`src/rtl/dbh_pkg.sv`:
```
package dbh_pkg;
  typedef enum logic [1:0] {
    ENG_IDLE = 2'd0,
    ENG_COPY = 2'd1,
    ENG_HOLD = 2'd2
  } eng_state_t;
endpackage

```
`src/rtl/dbh_sample_ram.sv`:
```
module dbh_sample_ram #(
  parameter int SW    = 6,
  parameter int DEPTH = 512,
  parameter int AW    = 9
) (
  input  logic          clk,
  input  logic          we,
  input  logic [AW-1:0] waddr,
  input  logic [SW-1:0] wdata,
  input  logic [AW-1:0] raddr,
  output logic [SW-1:0] rdata
);
  logic [SW-1:0] mem [DEPTH];

  always_ff @(posedge clk) begin
    if (we) mem[waddr] <= wdata;
    rdata <= mem[raddr];
  end
endmodule

```
`src/rtl/dbh_dec_ram.sv`:
```
module dbh_dec_ram #(
  parameter int DEPTH = 256,
  parameter int AW    = 8
) (
  input  logic          clk,
  input  logic          we,
  input  logic [AW-1:0] waddr,
  input  logic          wbit,
  input  logic          re,
  input  logic [AW-1:0] raddr,
  output logic          rbit
);
  logic mem [DEPTH];

  always_ff @(posedge clk) begin
    if (we) mem[waddr] <= wbit;
    if (re) rbit <= mem[raddr];
  end
endmodule

```
`src/rtl/dbh_engine_stub.sv`:
```
module dbh_engine_stub
  import dbh_pkg::*;
#(
  parameter int SW     = 6,
  parameter int MAX_N  = 256,
  parameter int LEN_W  = 9,
  parameter int IW     = 8,
  parameter int AW     = 9,
  parameter int BUSY_W = 16
) (
  input  logic              clk,
  input  logic              rst,
  input  logic              start,
  input  logic              bank,
  input  logic [LEN_W-1:0]  len,
  input  logic [BUSY_W-1:0] busy,
  output logic [AW-1:0]     ram_raddr,
  input  logic [SW-1:0]     ram_rdata,
  output logic              dec_we,
  output logic [IW-1:0]     dec_waddr,
  output logic              dec_wbit,
  output logic              idle,
  output logic              done,
  output logic [LEN_W-1:0]  proc_len
);
  localparam logic [AW-1:0] BANK_OFS = AW'(MAX_N);

  eng_state_t        st_q;
  logic [IW-1:0]     cnt_q;
  logic [IW-1:0]     pa_q;
  logic              pv_q;
  logic [BUSY_W-1:0] wt_q;
  logic              bank_q;
  logic [LEN_W-1:0]  len_q;

  // read address for the sample bank; data returns one cycle later
  assign ram_raddr = bank_q ? (BANK_OFS + AW'(cnt_q)) : AW'(cnt_q);
  assign dec_we    = pv_q;
  assign dec_waddr = pa_q;
  assign dec_wbit  = ($signed(ram_rdata) < 0);
  assign idle      = (st_q == ENG_IDLE);
  assign done      = (st_q == ENG_HOLD) && (wt_q == '0) && !pv_q;
  assign proc_len  = len_q;

  always_ff @(posedge clk) begin
    if (rst) begin
      st_q   <= ENG_IDLE;
      cnt_q  <= '0;
      pa_q   <= '0;
      pv_q   <= 1'b0;
      wt_q   <= '0;
      bank_q <= 1'b0;
      len_q  <= '0;
    end else begin
      pv_q <= (st_q == ENG_COPY);
      pa_q <= cnt_q;
      case (st_q)
        ENG_IDLE: if (start) begin
          bank_q <= bank;
          len_q  <= len;
          cnt_q  <= '0;
          st_q   <= ENG_COPY;
        end
        ENG_COPY: begin
          if (LEN_W'(cnt_q) == len_q - LEN_W'(1)) begin
            st_q <= ENG_HOLD;
            wt_q <= busy;
          end else begin
            cnt_q <= cnt_q + IW'(1);
          end
        end
        ENG_HOLD: begin
          if (wt_q != '0)  wt_q <= wt_q - BUSY_W'(1);
          else if (!pv_q)  st_q <= ENG_IDLE;
        end
        default: st_q <= ENG_IDLE;
      endcase
    end
  end
endmodule

```
`src/rtl/dbh_ctrl.sv`:
```
module dbh_ctrl #(
  parameter int SW         = 6,
  parameter int MAX_N      = 256,
  parameter int DOUBLE_BUF = 1,
  parameter int BUSY_W     = 16,
  parameter int LEN_W      = $clog2(MAX_N + 1)
) (
  input  logic              clk,
  input  logic              rst,
  input  logic [LEN_W-1:0]  blk_len,
  input  logic [BUSY_W-1:0] eng_busy,
  input  logic              in_vld,
  input  logic [SW-1:0]     in_data,
  output logic              in_rdy,
  output logic              ovf,
  input  logic              out_req,
  output logic              out_rdy,
  output logic              out_bit,
  output logic              out_vld
);
  localparam int NB = (DOUBLE_BUF != 0) ? 2 : 1;
  localparam int IW = $clog2(MAX_N);
  localparam int AW = $clog2(NB * MAX_N);
  localparam logic [AW-1:0] BANK_OFS = AW'(MAX_N);

  logic [1:0]       full_q;
  logic             wr_bank_q, rd_bank_q;
  logic             wr_flip, rd_flip;
  logic [IW-1:0]    wr_idx_q;
  logic [IW-1:0]    out_cnt_q;
  logic [LEN_W-1:0] out_len_q;
  logic             accept, last_wr, take, eng_start;
  logic [AW-1:0]    wr_addr, eng_raddr;
  logic [SW-1:0]    eng_rdata;
  logic             eng_idle, eng_done, dec_we, dec_wbit;
  logic [IW-1:0]    dec_waddr;
  logic [LEN_W-1:0] eng_len;

  // bank alternation exists only when two banks are built
  generate
    if (DOUBLE_BUF != 0) begin : g_dbl
      assign wr_flip = ~wr_bank_q;
      assign rd_flip = ~rd_bank_q;
    end else begin : g_sgl
      assign wr_flip = 1'b0;
      assign rd_flip = 1'b0;
    end
  endgenerate

  assign in_rdy    = !full_q[wr_bank_q];
  assign accept    = in_vld && in_rdy;
  assign last_wr   = (LEN_W'(wr_idx_q) == blk_len - LEN_W'(1));
  assign wr_addr   = wr_bank_q ? (BANK_OFS + AW'(wr_idx_q)) : AW'(wr_idx_q);
  assign take      = out_req && out_rdy;
  assign eng_start = eng_idle && !out_rdy && full_q[rd_bank_q];

  always_ff @(posedge clk) begin
    if (rst) begin
      full_q    <= '0;
      wr_bank_q <= 1'b0;
      rd_bank_q <= 1'b0;
      wr_idx_q  <= '0;
      ovf       <= 1'b0;
      out_rdy   <= 1'b0;
      out_vld   <= 1'b0;
      out_cnt_q <= '0;
      out_len_q <= '0;
    end else begin
      if (accept) begin
        if (last_wr) begin
          wr_idx_q          <= '0;
          full_q[wr_bank_q] <= 1'b1;
          wr_bank_q         <= wr_flip;
        end else begin
          wr_idx_q <= wr_idx_q + IW'(1);
        end
      end
      if (in_vld && !in_rdy) ovf <= 1'b1;
      if (eng_done) begin
        full_q[rd_bank_q] <= 1'b0;
        rd_bank_q         <= rd_flip;
        out_rdy           <= 1'b1;
        out_cnt_q         <= '0;
        out_len_q         <= eng_len;
      end
      out_vld <= take;
      if (take) begin
        out_cnt_q <= out_cnt_q + IW'(1);
        if (LEN_W'(out_cnt_q) == out_len_q - LEN_W'(1)) out_rdy <= 1'b0;
      end
    end
  end

  dbh_sample_ram #(.SW(SW), .DEPTH(NB * MAX_N), .AW(AW)) u_sram (
    .clk   (clk),
    .we    (accept),
    .waddr (wr_addr),
    .wdata (in_data),
    .raddr (eng_raddr),
    .rdata (eng_rdata)
  );

  dbh_engine_stub #(
    .SW(SW), .MAX_N(MAX_N), .LEN_W(LEN_W), .IW(IW), .AW(AW), .BUSY_W(BUSY_W)
  ) u_eng (
    .clk       (clk),
    .rst       (rst),
    .start     (eng_start),
    .bank      (rd_bank_q),
    .len       (blk_len),
    .busy      (eng_busy),
    .ram_raddr (eng_raddr),
    .ram_rdata (eng_rdata),
    .dec_we    (dec_we),
    .dec_waddr (dec_waddr),
    .dec_wbit  (dec_wbit),
    .idle      (eng_idle),
    .done      (eng_done),
    .proc_len  (eng_len)
  );

  dbh_dec_ram #(.DEPTH(MAX_N), .AW(IW)) u_dram (
    .clk   (clk),
    .we    (dec_we),
    .waddr (dec_waddr),
    .wbit  (dec_wbit),
    .re    (take),
    .raddr (out_cnt_q),
    .rbit  (out_bit)
  );
endmodule

```
`config.mk`:
```
export PLATFORM = sky130hd
export DESIGN_NAME = dbh_ctrl
export DESIGN_NICKNAME = d
export VERILOG_FILES = /design/src/rtl/dbh_pkg.sv /design/src/rtl/dbh_sample_ram.sv /design/src/rtl/dbh_dec_ram.sv /design/src/rtl/dbh_engine_stub.sv /design/src/rtl/dbh_ctrl.sv
export SDC_FILE = /design/constraint.sdc
export NUM_CORES = 1
export LEC_CHECK = 0
export BUFFER_PORTS_ARGS = -buffer_cell sky130_fd_sc_hd__buf_2
export CAP_MARGIN = 20
export CORE_ASPECT_RATIO = 1.4
export CORE_MARGIN = 3
export CORE_UTILIZATION = 65
export DETAILED_ROUTE_END_ITERATION = 16
export GPL_TIMING_DRIVEN = 0
export PLACE_DENSITY = 0.81
export SKIP_CTS_REPAIR_TIMING = 1
export SYNTH_ARGS = -nofsm -noshare
export SYNTH_HDL_FRONTEND = slang
export SYNTH_HIERARCHICAL = 1
export SYNTH_SLANG_ARGS = --single-unit
```
`constraint.sdc`:
```
create_clock -name clk -period 3.3 [get_ports clk]
set_clock_uncertainty 0.15 [all_clocks]
set_input_delay 0.495 -clock clk [delete_from_list [all_inputs] [get_ports clk]]
set_output_delay 0.495 -clock clk [all_outputs]
set_load 0.01 [all_outputs]
```
==> flow_summary.ini <==
[outcome]
status = complete, but fails checks
violations = hold timing, setup timing

[worst_setup_path]
cpLargestDelayFamily = simple AND/OR/NAND/NOR gates
required_ns = 3.50
arrival_ns = 3.62
cp_slowest_stage_delay_ns = 1.08
cp_num_buf_inv = 1
path_cells = nor3b_1, nand2_1, clkbuf_1, nor2_1
criticalPathCategory = flip-flop to flip-flop
timing.rr.start = wr_idx_q[6]
critPathLaunch = wr_idx_q[6]
startpoint_type = flip-flop
worst_setup_path_end_kind = flip-flop
slowest_stage = nor3b_1
cp_max_fo = 13

[hold_path]
hold_path_startpoint = eng_busy[4]
hold_class = input pin to flip-flop

[timing]
period_share_pct = 104
setup_viol = 33
slew_headroom_pct = 16.1
period_needed_ns = 3.43
worstMarginPinSlew_ns = 1.26
layout_setup_ws_ns = -0.127
fmax_ghz = 0.292
maxSlewViolCount = 0
whs_ns = -0.00939
hold_violations = 1

[finish]
final_common_cell = nor2_1
seq_area_um2 = 24700
layout_common_cells = 853 x nor2_1, 769 x edfxtp_1, 193 x clkbuf_1, 153 x mux2i_1, 152 x nand2_1
layout-drive-gt1-share_pct = 16.3
area.growth.synth_to_final_pct = 9.97
finish.utilization_pct = 72.9
fin_nets = 3413
antennaDiodeCount = 0
multiInputGateArea_um2 = 12700
fill_cells = 4065

[placement]
dp_hpwl_um = 92100
dp_slack_ns = -0.619
routabilityCongestion = 1.05
port_buffers = 34

[global_routing]
grt_pass1_wl_um = 184000
grt_max_degree = 177
overflow = 0
grt_usage_pct = 39.5
grt_pass1_vias = 27554
antenna_found_initial = 2

[logic_synthesis]
ys_warn_count = 6
postSynthCellCount = 3241
syn_area_per_cell_um2 = 12.5
syn_area_um2 = 40600
syn-num-nets = 3283

[die]
dieArea_um2 = 65600
die-width_um = 217
coreArea_um2 = 61300
ios = 40
initial_utilization_pct = 66.3
fp.dieH_um = 302
core.rowCount = 107

[clocking]
cts_made_buffers = 80
cts.sinks = 847
path_clk_slew_ns = 0.06
htree_levels = 3
cts_tree = built
clock_path_buffers = 3
worstSkewPairLatency_ns = 0.65
cts_root_buf = clkbuf_16

[drt]
via_count = 28099
wl_um = 129000
drc = 0
first_iter_violations = 3964
via_per_inst = 6.61
ant_nets = 0
drt_pass1_iterations = 6
wl_per_cell_um = 30.4

[power_and_ir_drop]
p_leak_uw = 0.0136
ir_drop_mv = 0.663
power.density_nw_per_um2 = 478

[job]
cap_violations = 0
[worst register-to-register path: stages (launching register included)]
cell	delay, ns
dfxtp_1	0.83
nor3b_1	1.08
nand2_1	0.49
clkbuf_1	0.39
nor2_1	0.21
[cell type report]
class                      count  share of cell area [%]
multi-input combinational   1914                    28.4
buffer                       457                    7.48
clock buffer                  99                    4.76
inverter                      23                   0.193
clock inverter                47                   0.882
tap                          817                    2.29
sequential                   847                    55.2
timing repair buffer          48                   0.829
[through the flow]
step / instances / area, µm² / TNS (ns) / power (µW)
final: 4252 / 44700 / -2.54 / 21400
after detailed placement: 4100 / 42000 / -31.16 / 12600
after floorplan: 3241 / 40600 / 0 / 12300
after CTS: 4246 / 44500 / -29.68 / 21400
after global placement: 4092 / 41800 / -1631.35 / 12600
after global routing: 4252 / 44700 / -0.0434 / 21800
[power by group]
part | total (µW) | internal (µW) | switching, µW
combinational | 587 | 165 | 423
sequential | 11800 | 11700 | 35.3
clock | 9000 | 4990 | 4010
total | 21400 | 16900 | 4470
[routing by layer]
layer	part of all wire, %	global-route usage (%)
met2	49	67.4
met4	11	32.5
met3	8.9	6.62
met1	31	43.4
met5	0.026	0
[registers in the layout (all words and copies together), names as in the netlist, 8 cells and up]
register	cells
u_sram/mem	512
u_dram/mem	256
out_cnt_q	8
u_eng/dec_waddr	8
out_len_q	9
u_eng/wt_q	16
u_eng/cnt_q	8
u_eng/proc_len	9
wr_idx_q	8
[final timing paths]
check        slack, ns                 end  depth (start not counted)
max              -0.13  u_sram/mem[111][5]                          4
min             -0.009       u_eng/wt_q[4]                          3
min reg2reg       0.32                 ovf                          2
max reg2reg      -0.13  u_sram/mem[111][5]                          4
Note: power is estimated with default switching activity, not from simulation.
